### src/rtl/lwsram_pkg.sv
package lwsram_pkg;
  localparam int unsigned BURST_W = 2;

  typedef enum logic {
    ORD_INTERLEAVE = 1'b0,
    ORD_LINEAR     = 1'b1
  } burst_ord_e;

  // Low address bits for burst position cnt from start
  function automatic logic [BURST_W-1:0] burst_low(
    input logic [BURST_W-1:0] start,
    input logic [BURST_W-1:0] cnt,
    input burst_ord_e         ord
  );
    if (ord == ORD_LINEAR) return start + cnt;
    else                   return start ^ cnt;
  endfunction
endpackage

### src/rtl/lwsram_rstsync.sv
module lwsram_rstsync #(
  parameter int STAGES = 2
) (
  input  logic clk,
  input  logic rst_n,
  output logic rst_sn
);
  logic [STAGES-1:0] sh_q;
  logic [STAGES-1:0] sh_d;

  assign sh_d = {sh_q[STAGES-2:0], 1'b1};

  always_ff @(posedge clk or negedge rst_n) begin
    if (!rst_n) sh_q <= '0;
    else        sh_q <= sh_d;
  end

  assign rst_sn = sh_q[STAGES-1];
endmodule

### src/rtl/lwsram_cmd.sv
module lwsram_cmd
  import lwsram_pkg::*;
#(
  parameter int AW    = 6,
  parameter int LANES = 2
) (
  input  logic             clk,
  input  logic             rst_n,
  input  logic             hold,
  input  logic             en0_n,
  input  logic             en1,
  input  logic             en2_n,
  input  logic             wr_n,
  input  logic [LANES-1:0] be_n,
  input  logic             adv,
  input  logic             ord_lin,
  input  logic [AW-1:0]    addr,
  output logic             act_q,
  output logic             wr_q,
  output logic [LANES-1:0] be_q,
  output logic [AW-1:0]    addr_q
);
  logic               act_d, wr_d;
  logic [LANES-1:0]   be_d;
  logic [AW-1:0]      addr_d;
  logic [BURST_W-1:0] start_q, start_d;
  logic [BURST_W-1:0] cnt_q, cnt_d, cnt_nx;
  burst_ord_e         ord_q, ord_d;

  assign cnt_nx = cnt_q + 1'b1;

  always_comb begin
    act_d   = act_q;
    wr_d    = wr_q;
    be_d    = be_q;
    addr_d  = addr_q;
    start_d = start_q;
    cnt_d   = cnt_q;
    ord_d   = ord_q;
    if (!hold) begin
      be_d = ~be_n;
      if (adv) begin
        cnt_d  = cnt_nx;
        addr_d = {addr_q[AW-1:BURST_W], burst_low(start_q, cnt_nx, ord_q)};
      end else begin
        act_d   = !en0_n && en1 && !en2_n;
        wr_d    = !wr_n;
        addr_d  = addr;
        start_d = addr[BURST_W-1:0];
        cnt_d   = '0;
        ord_d   = burst_ord_e'(ord_lin);
      end
    end
  end

  always_ff @(posedge clk or negedge rst_n) begin
    if (!rst_n) begin
      act_q   <= 1'b0;
      wr_q    <= 1'b0;
      be_q    <= '0;
      addr_q  <= '0;
      start_q <= '0;
      cnt_q   <= '0;
      ord_q   <= ORD_INTERLEAVE;
    end else begin
      act_q   <= act_d;
      wr_q    <= wr_d;
      be_q    <= be_d;
      addr_q  <= addr_d;
      start_q <= start_d;
      cnt_q   <= cnt_d;
      ord_q   <= ord_d;
    end
  end
endmodule

### src/rtl/lwsram_store.sv
module lwsram_store #(
  parameter int DEPTH  = 64,
  parameter int AW     = 6,
  parameter int LANE_W = 9,
  parameter int LANES  = 2
) (
  input  logic                    clk,
  input  logic                    rst_n,
  input  logic                    hold,
  input  logic                    act,
  input  logic                    wr,
  input  logic [LANES-1:0]        be,
  input  logic [AW-1:0]           addr,
  input  logic [LANES*LANE_W-1:0] wdata,
  input  logic                    oe_n,
  output logic [LANES*LANE_W-1:0] rdata,
  output logic                    rvalid
);
  localparam int DW = LANES * LANE_W;

  logic             pv_q, pv_d;
  logic [AW-1:0]    pa_q, pa_d;
  logic [LANES-1:0] pbe_q, pbe_d;
  logic [DW-1:0]    pd_q, pd_d;
  logic             commit;
  logic [DW-1:0]    word;

  always_comb begin
    pv_d  = pv_q;
    pa_d  = pa_q;
    pbe_d = pbe_q;
    pd_d  = pd_q;
    if (!hold) begin
      pv_d  = act && wr;
      pa_d  = addr;
      pbe_d = be;
      pd_d  = wdata;
    end
  end

  always_ff @(posedge clk or negedge rst_n) begin
    if (!rst_n) begin
      pv_q  <= 1'b0;
      pa_q  <= '0;
      pbe_q <= '0;
      pd_q  <= '0;
    end else begin
      pv_q  <= pv_d;
      pa_q  <= pa_d;
      pbe_q <= pbe_d;
      pd_q  <= pd_d;
    end
  end

  assign commit = pv_q && !hold;

  for (genvar l = 0; l < LANES; l++) begin : g_lane
    logic [LANE_W-1:0] mem [DEPTH];
    logic              fwd;

    always_ff @(posedge clk) begin
      if (commit && pbe_q[l]) mem[pa_q] <= pd_q[l*LANE_W +: LANE_W];
    end

    assign fwd = pv_q && pbe_q[l] && (pa_q == addr);
    assign word[l*LANE_W +: LANE_W] = fwd ? pd_q[l*LANE_W +: LANE_W] : mem[addr];
  end

  assign rvalid = act && !wr && !oe_n;
  assign rdata  = rvalid ? word : '0;
endmodule

### src/rtl/lwsram.sv
module lwsram #(
  parameter int DEPTH  = 64,
  parameter int LANE_W = 9,
  parameter int LANES  = 2
) (
  input  logic                      clk,
  input  logic                      rst_n,
  input  logic                      hold,
  input  logic                      en0_n,
  input  logic                      en1,
  input  logic                      en2_n,
  input  logic                      wr_n,
  input  logic [LANES-1:0]          be_n,
  input  logic                      adv,
  input  logic                      ord_lin,
  input  logic [$clog2(DEPTH)-1:0]  addr,
  input  logic [LANES*LANE_W-1:0]   wdata,
  input  logic                      oe_n,
  output logic [LANES*LANE_W-1:0]   rdata,
  output logic                      rvalid
);
  localparam int AW     = $clog2(DEPTH);
  localparam int WORD_W = LANES * LANE_W;

  logic             rst_sn;
  logic             act_q, wr_q;
  logic [LANES-1:0] be_q;
  logic [AW-1:0]    addr_q;

  lwsram_rstsync #(.STAGES(2)) u_rst (
    .clk    (clk),
    .rst_n  (rst_n),
    .rst_sn (rst_sn)
  );

  lwsram_cmd #(.AW(AW), .LANES(LANES)) u_cmd (
    .clk     (clk),
    .rst_n   (rst_sn),
    .hold    (hold),
    .en0_n   (en0_n),
    .en1     (en1),
    .en2_n   (en2_n),
    .wr_n    (wr_n),
    .be_n    (be_n),
    .adv     (adv),
    .ord_lin (ord_lin),
    .addr    (addr),
    .act_q   (act_q),
    .wr_q    (wr_q),
    .be_q    (be_q),
    .addr_q  (addr_q)
  );

  lwsram_store #(.DEPTH(DEPTH), .AW(AW), .LANE_W(LANE_W), .LANES(LANES)) u_store (
    .clk    (clk),
    .rst_n  (rst_sn),
    .hold   (hold),
    .act    (act_q),
    .wr     (wr_q),
    .be     (be_q),
    .addr   (addr_q),
    .wdata  (wdata),
    .oe_n   (oe_n),
    .rdata  (rdata),
    .rvalid (rvalid)
  );
endmodule

### config.mk
export PLATFORM = sky130hd
export DESIGN_NAME = lwsram
export DESIGN_NICKNAME = d
export VERILOG_FILES = /design/src/rtl/lwsram_pkg.sv /design/src/rtl/lwsram_rstsync.sv /design/src/rtl/lwsram_cmd.sv /design/src/rtl/lwsram_store.sv /design/src/rtl/lwsram.sv
export SDC_FILE = /design/constraint.sdc
export NUM_CORES = 1
export LEC_CHECK = 0
export ABC_CLOCK_PERIOD_IN_PS = 2950
export BUFFER_PORTS_ARGS = -buffer_cell sky130_fd_sc_hd__buf_2
export CORE_MARGIN = 2
export CORE_UTILIZATION = 63
export DETAILED_ROUTE_END_ITERATION = 7
export PLACE_DENSITY_LB_ADDON = 0.25
export REMOVE_ABC_BUFFERS = 1
export SLEW_MARGIN = 10
export SYNTH_ARGS = -nofsm -noshare
export SYNTH_HDL_FRONTEND = slang
export SYNTH_HIERARCHICAL = 1
export SYNTH_SLANG_ARGS = --single-unit
### constraint.sdc
create_clock -name clk -period 2.95 [get_ports clk]
set_input_delay 0 -clock clk [delete_from_list [all_inputs] [get_ports clk]]
set_output_delay 0 -clock clk [all_outputs]
set_load 0.01 [all_outputs]
==> Word-level counts from Yosys, hierarchy flattened <==
Memory sizes are Yosys's and may differ from the RTL's.
Cells that the tools add are included.
{ "totals": {"in_bits": 36, "register_bits": 44, "n_memories": 2, "ram_bits": 1152} }
{ "op_classes": {"n_reduce_logical": 19, "n_eq_ne": 1, "addsub": 2, "n_bitwise": 4, "n_mux": 10} }
{ "memory_table": {"columns": ["name", "depth", "word_bits", "rd", "rd_clocked_by_memory_dff", "write_ports", "line_no", "rtl"], "rows": [
  ["u_store.g_lane[0].mem", 64, 9, 1, 0, 1, "lwsram_store.sv:58", "logic [LANE_W-1:0] mem [DEPTH];"],
  ["u_store.g_lane[1].mem", 64, 9, 1, 0, 1, "lwsram_store.sv:58", null]
]} }
{ "ops": {"columns": ["op", "count"], "rows": [
  ["$mux W18", 1],
  ["$mux W9", 2],
  ["$logic_and A1 B1 Y1", 12],
  ["$eq A6 B6 Y1", 1],
  ["$logic_not A1 Y1", 6],
  ["$mux W2", 3],
  ["$mux W1", 4],
  ["$add A2 B1 Y2 const B", 1],
  ["$add A2 B2 Y2", 1],
  ["$not A1 Y1", 2],
  ["$not A2 Y2", 1],
  ["$reduce_and A2 Y1", 1],
  ["$xor A2 B2 Y2", 1]
]} }

==> Longest topological paths before layout <==
Gate-level depths: netlist (run 1).
{ "logic_depth": {"ltp_word": 5, "mapped_depth": 10} }

==> Cells and area by module <==
The synthesis (run 1) kept the hierarchy.
{ "modules_own_cells": {"columns": ["mod", "area_each_um2", "instances", "seq_area_each_um2", "cells_per_inst"], "rows": [
  ["lwsram_store", 46098.0, 1, 35268.8, 2155],
  ["lwsram_cmd", 656.9, 1, 375.4, 52],
  ["lwsram_rstsync", 53.8, 1, 50.0, 3]
]} }

==> Worst setup path after synthesis (run 1) <==
No wires, ideal clock.
{ "synth_path": {"path_kind": "reg-to-reg", "start": "reg u_store.pa_q[4]", "end": "mem u_store.g_lane[0].mem[19][0], enable pin", "required_time_ps": 2576, "path_stages_with_launch": 7, "t_arrival_ps": 1856, "setup_slack_ps": 720, "setup_ps": 374, "path_cell_list": "dfrtp_1 > clkbuf_1 > or3b_2 > clkbuf_1 > inv_1 > nand2_1 > nor2_1"} }
{ "synth_rtl": {"columns": ["item", "line_no", "rtl"], "rows": [
  ["start, declared", "lwsram_store.sv:22", "logic [AW-1:0] pa_q, pa_d;"],
  ["start signal, assigned", "lwsram_store.sv:49", "pa_q <= pa_d;"],
  ["end, declared", "lwsram_store.sv:58", null]
]} }
Straight into the memory's write port.

==> Worst setup path after layout (run 1) <==
{ "layout_path": {"start": "reg u_cmd.addr_q[0]", "end": "out rdata[7]"} }
{ "layout_via": {"elab_chain_len": 4} }
{ "layout_rtl": {"columns": ["item", "line_no", "rtl"], "rows": [
  ["start, declared", "lwsram_cmd.sv:21", "output logic [AW-1:0] addr_q"],
  ["start signal, assigned", "lwsram_cmd.sv:69", "addr_q <= addr_d;"],
  ["branches (longest 2 deep; another with $mem_v2 Z64 W9)", null, null],
  ["$mux W9 (*)", "lwsram_store.sv:66", "assign word[l*LANE_W +: LANE_W] = fwd ? pd_q[l*LANE_W +: LANE_W] : mem[addr];"],
  ["$mux W18 (*)", "lwsram_store.sv:70", "assign rdata = rvalid ? word : '0;"],
  ["end, declared", "lwsram.sv:19", "output logic [LANES*LANE_W-1:0] rdata,"]
]} }
Every way passes the cells marked *.

==> results of run 1 <==
==> sequential cells by signal, indices dropped and copies added (netlist names), 6 cells and up <==
name,flops
u_cmd/addr_q,6
u_store/pa_q,6
u_store/g_lane.mem,1152
u_store/pd_q,18
==> how the worst max path moves through the flow <==
stage / end / slack, ns / startpoint
CTS: rdata[7] / -0.27 / u_cmd/addr_q[0]
global route: rdata[7] / -0.36 / u_cmd/addr_q[0]
finish: rdata[7] / -0.32 / u_cmd/addr_q[0]
global placement: rdata[0] / 0.19 / u_cmd/addr_q[0]
detailed placement: rdata[7] / 0.16 / u_cmd/addr_q[0]
floorplan: rdata[13] / -9.01 / u_cmd/addr_q[0]
==> routing by layer <==
metal  up-vias  track usage [%]  wire, microns
met5         -                0             28
met4         4            13.68           5653
met3       374            8.648          17960
met2      2315            53.35          62440
met1     13247            46.06          42950
li1      10034                -              -
==> cell usage in the layout (no fill, tap or decap), drive strengths merged, types with 3 or more instances in the layout <==
master and instances:
edfxtp 1152, buf 383, mux4 284, nor2 144, clkbuf 131, mux2i 78
nand2 61, clkinv 59, mux2 53, dfrtp 44, dlygate4sd3 41, o22ai 32
a22oi 29, nand3 20, bufinv 19, nor2b 17, o21ai 17, inv 17
o211ai 16, a211oi 13, a21oi 13, nor4 11, nand2b 10, nand3b 9
a22o 9, or3b 7, nor3 7, bufbuf 6, xor2 6, a31oi 6
nand4 5, clkinvlp 4, or3 4, and3 4, and2 4, and3b 3
==> worst max-delay path, stage by stage (launching register included) <==
cell	delay, ns
dfrtp_4	0.46
buf_12	0.18
buf_16	0.18
buf_12	0.14
mux4_2	0.51
mux4_2	0.52
a22oi_2	0.25
o211ai_1	0.18
buf_2	0.17
==> logic make-up after synthesis <==
kind of cell | synth area share, %
AOI/OAI and AO/OA | 2.154
xor gates and xnor gates | 0.1310
adders and majority gates | 0.02673
buffers and inverters | 1.711
DFF | 76.26
muxes | 16.63
other | 0.008011
and+or+nand+nor | 3.082
==> timing repair <==
action,4_1_cts,5_1_grt
hold buffers,41,0
resized for setup,123,46
gates cloned,20,2
buffers inserted,38,16
setup endpoints to repair,18,18
pin swaps,29,29
endpoints found under the hold margin,42,0
==> per-stage QoR <==
stage	setup TNS, ns	std cells
2_1_floorplan	-174.56	2090
3_3_place_gp	0	3366
3_5_place_dp	0	3366
4_1_cts	-3.937	3679
5_1_grt	-5.411	3695
6_report	-4.507	3695
==> report_power, final <==
| group | switching [uW] | internal, uW | total [uW] |
|---|---|---|---|
| sequential | 415 | 19000 | 19400 |
| combinational | 3400 | 3010 | 6410 |
| clock | 6450 | 8890 | 15300 |
| total | 10300 | 30900 | 41100 |
==> area by class of cell <==
class / count / area share, %
clock buffers: 129 / 5.286
multi-input cells: 880 / 19.54
clock inverters: 85 / 1.709
repair buffers: 432 / 7.418
well taps: 959 / 2.143
inverters: 14 / 0.09384
flip-flops and latches: 1196 / 63.81
==> reports/metrics.yaml, run 1 <==
yosys:
  yosysUniqueCellTypes: 58
  synth_top_area_cell: "edfxtp_1"
  yosysMostFrequentCell: "edfxtp_1"
  synth_edf_count: 1152
  syn_area_sq_mm: 0.04681
  yosys_register_bits: 1196
  synth_flop_cell: "edfxtp_1"
  yosys.area.top_type_share_pct: 73.90
  synthTopCellsByCount: "edfxtp_1 (1,152), mux4_2 (281), nor2_1 (143)"
  ys.warnings.count: 6
  netlist_instances: 2210
  yosysSeqAreaShare_pct: 76.26
  async_flop_share_pct: 3.679
  synth_top_cells_by_area: "edfxtp_1 (74%), mux4_2 (14%), dfrtp_1 (2.4%)"
  syn_avg_cell_area_sq_um: 21.18
timing:
  fmax_mhz: 305.8
  timing.final.max_slew_violations: 0
  setup_viol: 18
  hold_ws_ns: 0.05381
  period_share_pct: 110.8
  tightest_slew_ns: 1.148
  finalWorstSetupSlack_ns: -0.3197
  rsz0062_at_grt: "true"
  slew_headroom_pct: 23.44
  skew_ns: 0.04848
  min_period_ns: 3.270
  hold_viol: 0
detailed_routing:
  vias_per_cell: 7.029
  drt_wl_total_microns: 129000
  drcViolationCount: 0
  route.vias.total: 25974
  wl_per_cell_microns: 34.92
  firstDrtPassIters: 8
  drt_iter0_markers: 4262
  antenna_left: 0
clock_tree:
  clock_sinks: 1196
  ctsRootBufferMaster: "clkbuf_16"
  numCtsBuffers: 114
  htreeDepth: 3
  cts_tree: "done"
  clock_latency_ns: 0.71
  clkSlewWorstSetupHoldPaths_ns: 0.06
  clockBufferDepth: 3
critical_path:
  crit_required_ns: 2.95
  crit_type: "flop to primary output"
  regToRegStartpoint: "u_store/pa_q[3]"
  cp-start-kind: "flop"
  regToRegSetupSlack_ns: 0.33
  cp-end-kind: "primary output"
  critPathMaxFanout: 8
  r2r-end: "u_store/g_lane[0].mem[33][0]"
  cp.arrival_ns: 3.27
  r2r_cells: 5
pwr:
  pwr_density_cell_mw_per_mm2: 734.3
  p_leak_uw: 0.01850
  irDropWorstVdd_mv: 0.6914
  p_total_uw: 41120
run_status:
  status: "finished with violations"
  violations: "setup timing"
run:
  cap_violations: 0
global_routing:
  overflow: 0
  antenna_found_initial: 4
  grt_max_degree: 50
  grt_pass1_vias: 26408
  gr-usage-all-layers_pct: 33.81
  grt_pass1_wl_microns: 183700
floorplan:
  die_h_microns: 276.6
  dieWidth_microns: 276.6
  die-area_sq_mm: 0.07650
  initial_core_util_pct: 63.94
  ios: 55
  coreArea_sq_mm: 0.07321
  rows: 99
final_layout:
  final_nets: 2675
  regArea_sq_mm: 0.03573
  area_delta_synth_final_pct: 19.64
  drive_gt1_share_pct: 37.79
  final_util_pct: 76.50
  multi_input_area_sq_mm: 0.01094
  stdcell_area_sq_mm: 0.05600
  nFillCells: 3563
  antenna_cells: 0
min_path:
  min_path_cells: 3
  hold_end: "u_cmd/be_q[1]"
  hp-class: "input port to flop"
  hold_start: "be_n[1]"
placed_design:
  dp_slack_ns: 0.1552
  place_congestion: 0.8773
  post_dp_cell_area_sq_mm: 0.04975
  hpwl_microns: 71920
  io_buffers: 54
No activity file was read; power rests on OpenSTA's default activity.
==> inputs of run 2 (changes only) <==
--- a/config.mk
+++ b/config.mk
@@ -8,7 +8,7 @@
 export ABC_CLOCK_PERIOD_IN_PS = 2950
 export BUFFER_PORTS_ARGS = -buffer_cell sky130_fd_sc_hd__buf_2
 export CORE_MARGIN = 2
-export CORE_UTILIZATION = 63
+export CORE_UTILIZATION = 55
 export DETAILED_ROUTE_END_ITERATION = 7
 export PLACE_DENSITY_LB_ADDON = 0.25
 export REMOVE_ABC_BUFFERS = 1
==> run 2 against run 1 <==
Against the previous run: the flow still finishes with violations (setup timing); critical path depth fell by 1; global-route usage fell by 6.2 points; utilization fell by 9.8 points; cell area barely moved; via count fell by 3.8%; count of clock-buffer cells in the layout rose by 18; critical endpoint unchanged.
==> reports/metrics.yaml, run 2 (same netlist as run 1, synthesis figures left out) <==
global_routing:
  overflow: 0  # unchanged
  grt_pass1_wl_microns: 172200  # was 183,700 microns
  gr-usage-all-layers_pct: 27.63  # was 33.81%
  antenna_found_initial: 1  # was 4
  grt_max_degree: 65  # was 50
  grt_pass1_vias: 25119  # was 26.41k
critical_path:
  cp-start-kind: "flop"  # unchanged
  r2r_cells: 4  # was 5
  cp-end-kind: "primary output"  # unchanged
  cp.arrival_ns: 3.28  # was 3.27 ns
  critPathMaxFanout: 20  # was 8
  r2r-end: "u_store/g_lane[1].mem[47][7]"  # was u_store/g_lane[0].mem[33][0]
  crit_type: "flop to primary output"  # unchanged
  crit_required_ns: 2.95  # about the same
  regToRegStartpoint: "u_store/pv_q"  # was u_store/pa_q[3]
  regToRegSetupSlack_ns: 0.34  # was 0.33 ns
clock_tree:
  cts_tree: "done"  # unchanged
  clkSlewWorstSetupHoldPaths_ns: 0.06  # about the same
  ctsRootBufferMaster: "clkbuf_16"  # unchanged
  clock_latency_ns: 0.69  # was 0.71 ns
  clock_sinks: 1196  # unchanged
  numCtsBuffers: 115  # was 114
  htreeDepth: 3  # unchanged
  clockBufferDepth: 3  # unchanged
min_path:
  hold_end: "u_store/pd_q[2]"  # was u_cmd/be_q[1]
  hp-class: "input port to flop"  # unchanged
  min_path_cells: 3  # unchanged
  hold_start: "wdata[2]"  # was be_n[1]
run_status:
  violations: "setup timing"  # unchanged
  status: "finished with violations"  # unchanged
run:
  cap_violations: 0  # unchanged
floorplan:
  rows: 106  # was 99
  initial_core_util_pct: 55.76  # was 63.94%
  ios: 55  # unchanged
  die_h_microns: 295.7  # was 276.6 microns
  coreArea_sq_mm: 0.08395  # was 0.07321 sq mm
  dieWidth_microns: 295.7  # was 276.6 microns
  die-area_sq_mm: 0.08746  # was 0.07650 sq mm
timing:
  rsz0062_at_grt: "true"  # unchanged
  tightest_slew_ns: 1.020  # was 1.148 ns
  slew_headroom_pct: 32.01  # was 23.44%
  timing.final.max_slew_violations: 0  # unchanged
  hold_viol: 0  # unchanged
  skew_ns: 0.03028  # was 0.04848 ns
  period_share_pct: 111.2  # was 110.8%
  finalWorstSetupSlack_ns: -0.3318  # was -0.3197 ns
  setup_viol: 18  # unchanged
  min_period_ns: 3.282  # was 3.270 ns
  fmax_mhz: 304.7  # was 305.8 MHz
placed_design:
  io_buffers: 54  # unchanged
  place_congestion: 0.9158  # was 0.8773
  hpwl_microns: 74010  # was 71,920 microns
  post_dp_cell_area_sq_mm: 0.05022  # was 0.04975 sq mm
detailed_routing:
  route.vias.total: 24976  # was 25.97k
  firstDrtPassIters: 7  # was 8
  drt_iter0_markers: 3708  # was 4,262
  vias_per_cell: 6.432  # was 7.029
  antenna_left: 0  # unchanged
  drcViolationCount: 0  # unchanged
  drt_wl_total_microns: 118900  # was 129,000 microns
  wl_per_cell_microns: 30.61  # was 34.92 microns
final_layout:
  top_register: "u_store/g_lane.mem"  # unchanged
  reg.largest.list: "u_store/g_lane.mem (1152), u_store/pd_q (18)"  # unchanged
  final_cell_mix: "edfxtp_1 (1,152), mux4_2 (281), buf_4 (279), nor2_1 (142), clkbuf_16 (119)"  # was edfxtp_1 (1,152), mux4_2 (282), buf_4 (273), nor2_1 (143), clkbuf_16 (117)
  stdcell_area_sq_mm: 0.05603  # was 0.05600 sq mm
  mostFrequentLayoutCell: "edfxtp_1"  # unchanged
  final_nets: 2689  # was 2,675
  area_delta_synth_final_pct: 19.70  # was 19.64%
  antenna_cells: 0  # unchanged
  drive_gt1_share_pct: 36.60  # was 37.79%
  largest_reg_flops: 1152  # unchanged
pwr:
  pwr_density_cell_mw_per_mm2: 721.7  # was 734.3 mW/mm^2
  p_total_uw: 40440  # was 41,120 uW
  p_leak_uw: 0.01846  # was 0.01850 uW
  irDropWorstVdd_mv: 0.4588  # was 0.6914 mV
run 2: cell types whose count changed in the layout (fill, tap and decap cells not counted), moves of 4 or more:
cell,previous run,this run
dlygate4sd3_1,41,45
mux2i_1,55,65
buf_4,273,279
a22oi_1,14,20
buf_12,22,28
clkinv_1,15,20
mux2i_4,12,4
clkinv_2,39,21
buf_16,21,11
clkbuf_1,11,26
a22oi_2,15,9
buf_6,12,20
run 2: worst max path at each step:
stage,from,end,slack [ns]
2_1_floorplan,u_cmd/addr_q[0],rdata[13],-9.01
3_3_place_gp,u_cmd/addr_q[0],rdata[13],0.02
3_5_place_dp,u_cmd/addr_q[0],rdata[13],0.01
4_1_cts,u_cmd/addr_q[0],rdata[9],-0.31
5_1_grt,u_cmd/addr_q[5],rdata[7],-0.37
6_report,u_cmd/addr_q[5],rdata[7],-0.33
run 2: critical path, stage by stage, from the launching register on:
cell and delay (ns):
dfrtp_4 0.61, xor2_1 0.38, nor4_2 0.10, buf_4 0.19, a21oi_1 0.66, a22oi_2 0.12
o211ai_1 0.32, buf_2 0.20
run 2: final cells by class:
| class | count | area [sq um] |
|---|---|---|
| inverter | 14 | 52.55 |
| timing repair buffer | 445 | 4161 |
| clock inverter | 67 | 763.2 |
| sequential | 1196 | 35730 |
| clock buffer | 147 | 3080 |
| multi-input combinational | 880 | 10820 |
| fill | 5173 | 27920 |
| tap | 1134 | 1419 |
run 2: metal layers:
layer	GRT usage (%)	share of wire, %	wire length, microns
met1	40.30	39	46190
met2	42.87	48	56680
met3	5.591	11	12790
met4	8.431	2.7	3176
met5	0	0.0076	9
run 2: repair_timing:
item,CTS,global route
endpoints found under the setup margin,18,18
pin swaps,22,25
setup buffers,29,33
endpoints found under the hold margin,37,0
gates cloned,7,2
hold buffers,45,0
gates resized for setup,89,59
run 2: through the flow:
stage | util (%) | hold slack [ns] | worst slack, ns | TNS, ns | std cells
floorplan | - | -0.2956 | -9.011 | -174.56 | 2090
global placement | 59.82 | -0.2152 | 0.02007 | 0 | 3559
detailed placement | 59.82 | -0.2141 | 0.01118 | 0 | 3559
CTS | 66.04 | 0.04755 | -0.3142 | -4.704 | 3852
global route | 66.74 | 0.08402 | -0.3736 | -5.459 | 3883
finish | 66.74 | 0.07378 | -0.3318 | -4.560 | 3883
run 2: power breakdown:
group          internal [uW]  switching, uW
clock                   8760           6210
sequential             19000            399
combinational           2940           3170
total                  30700           9790
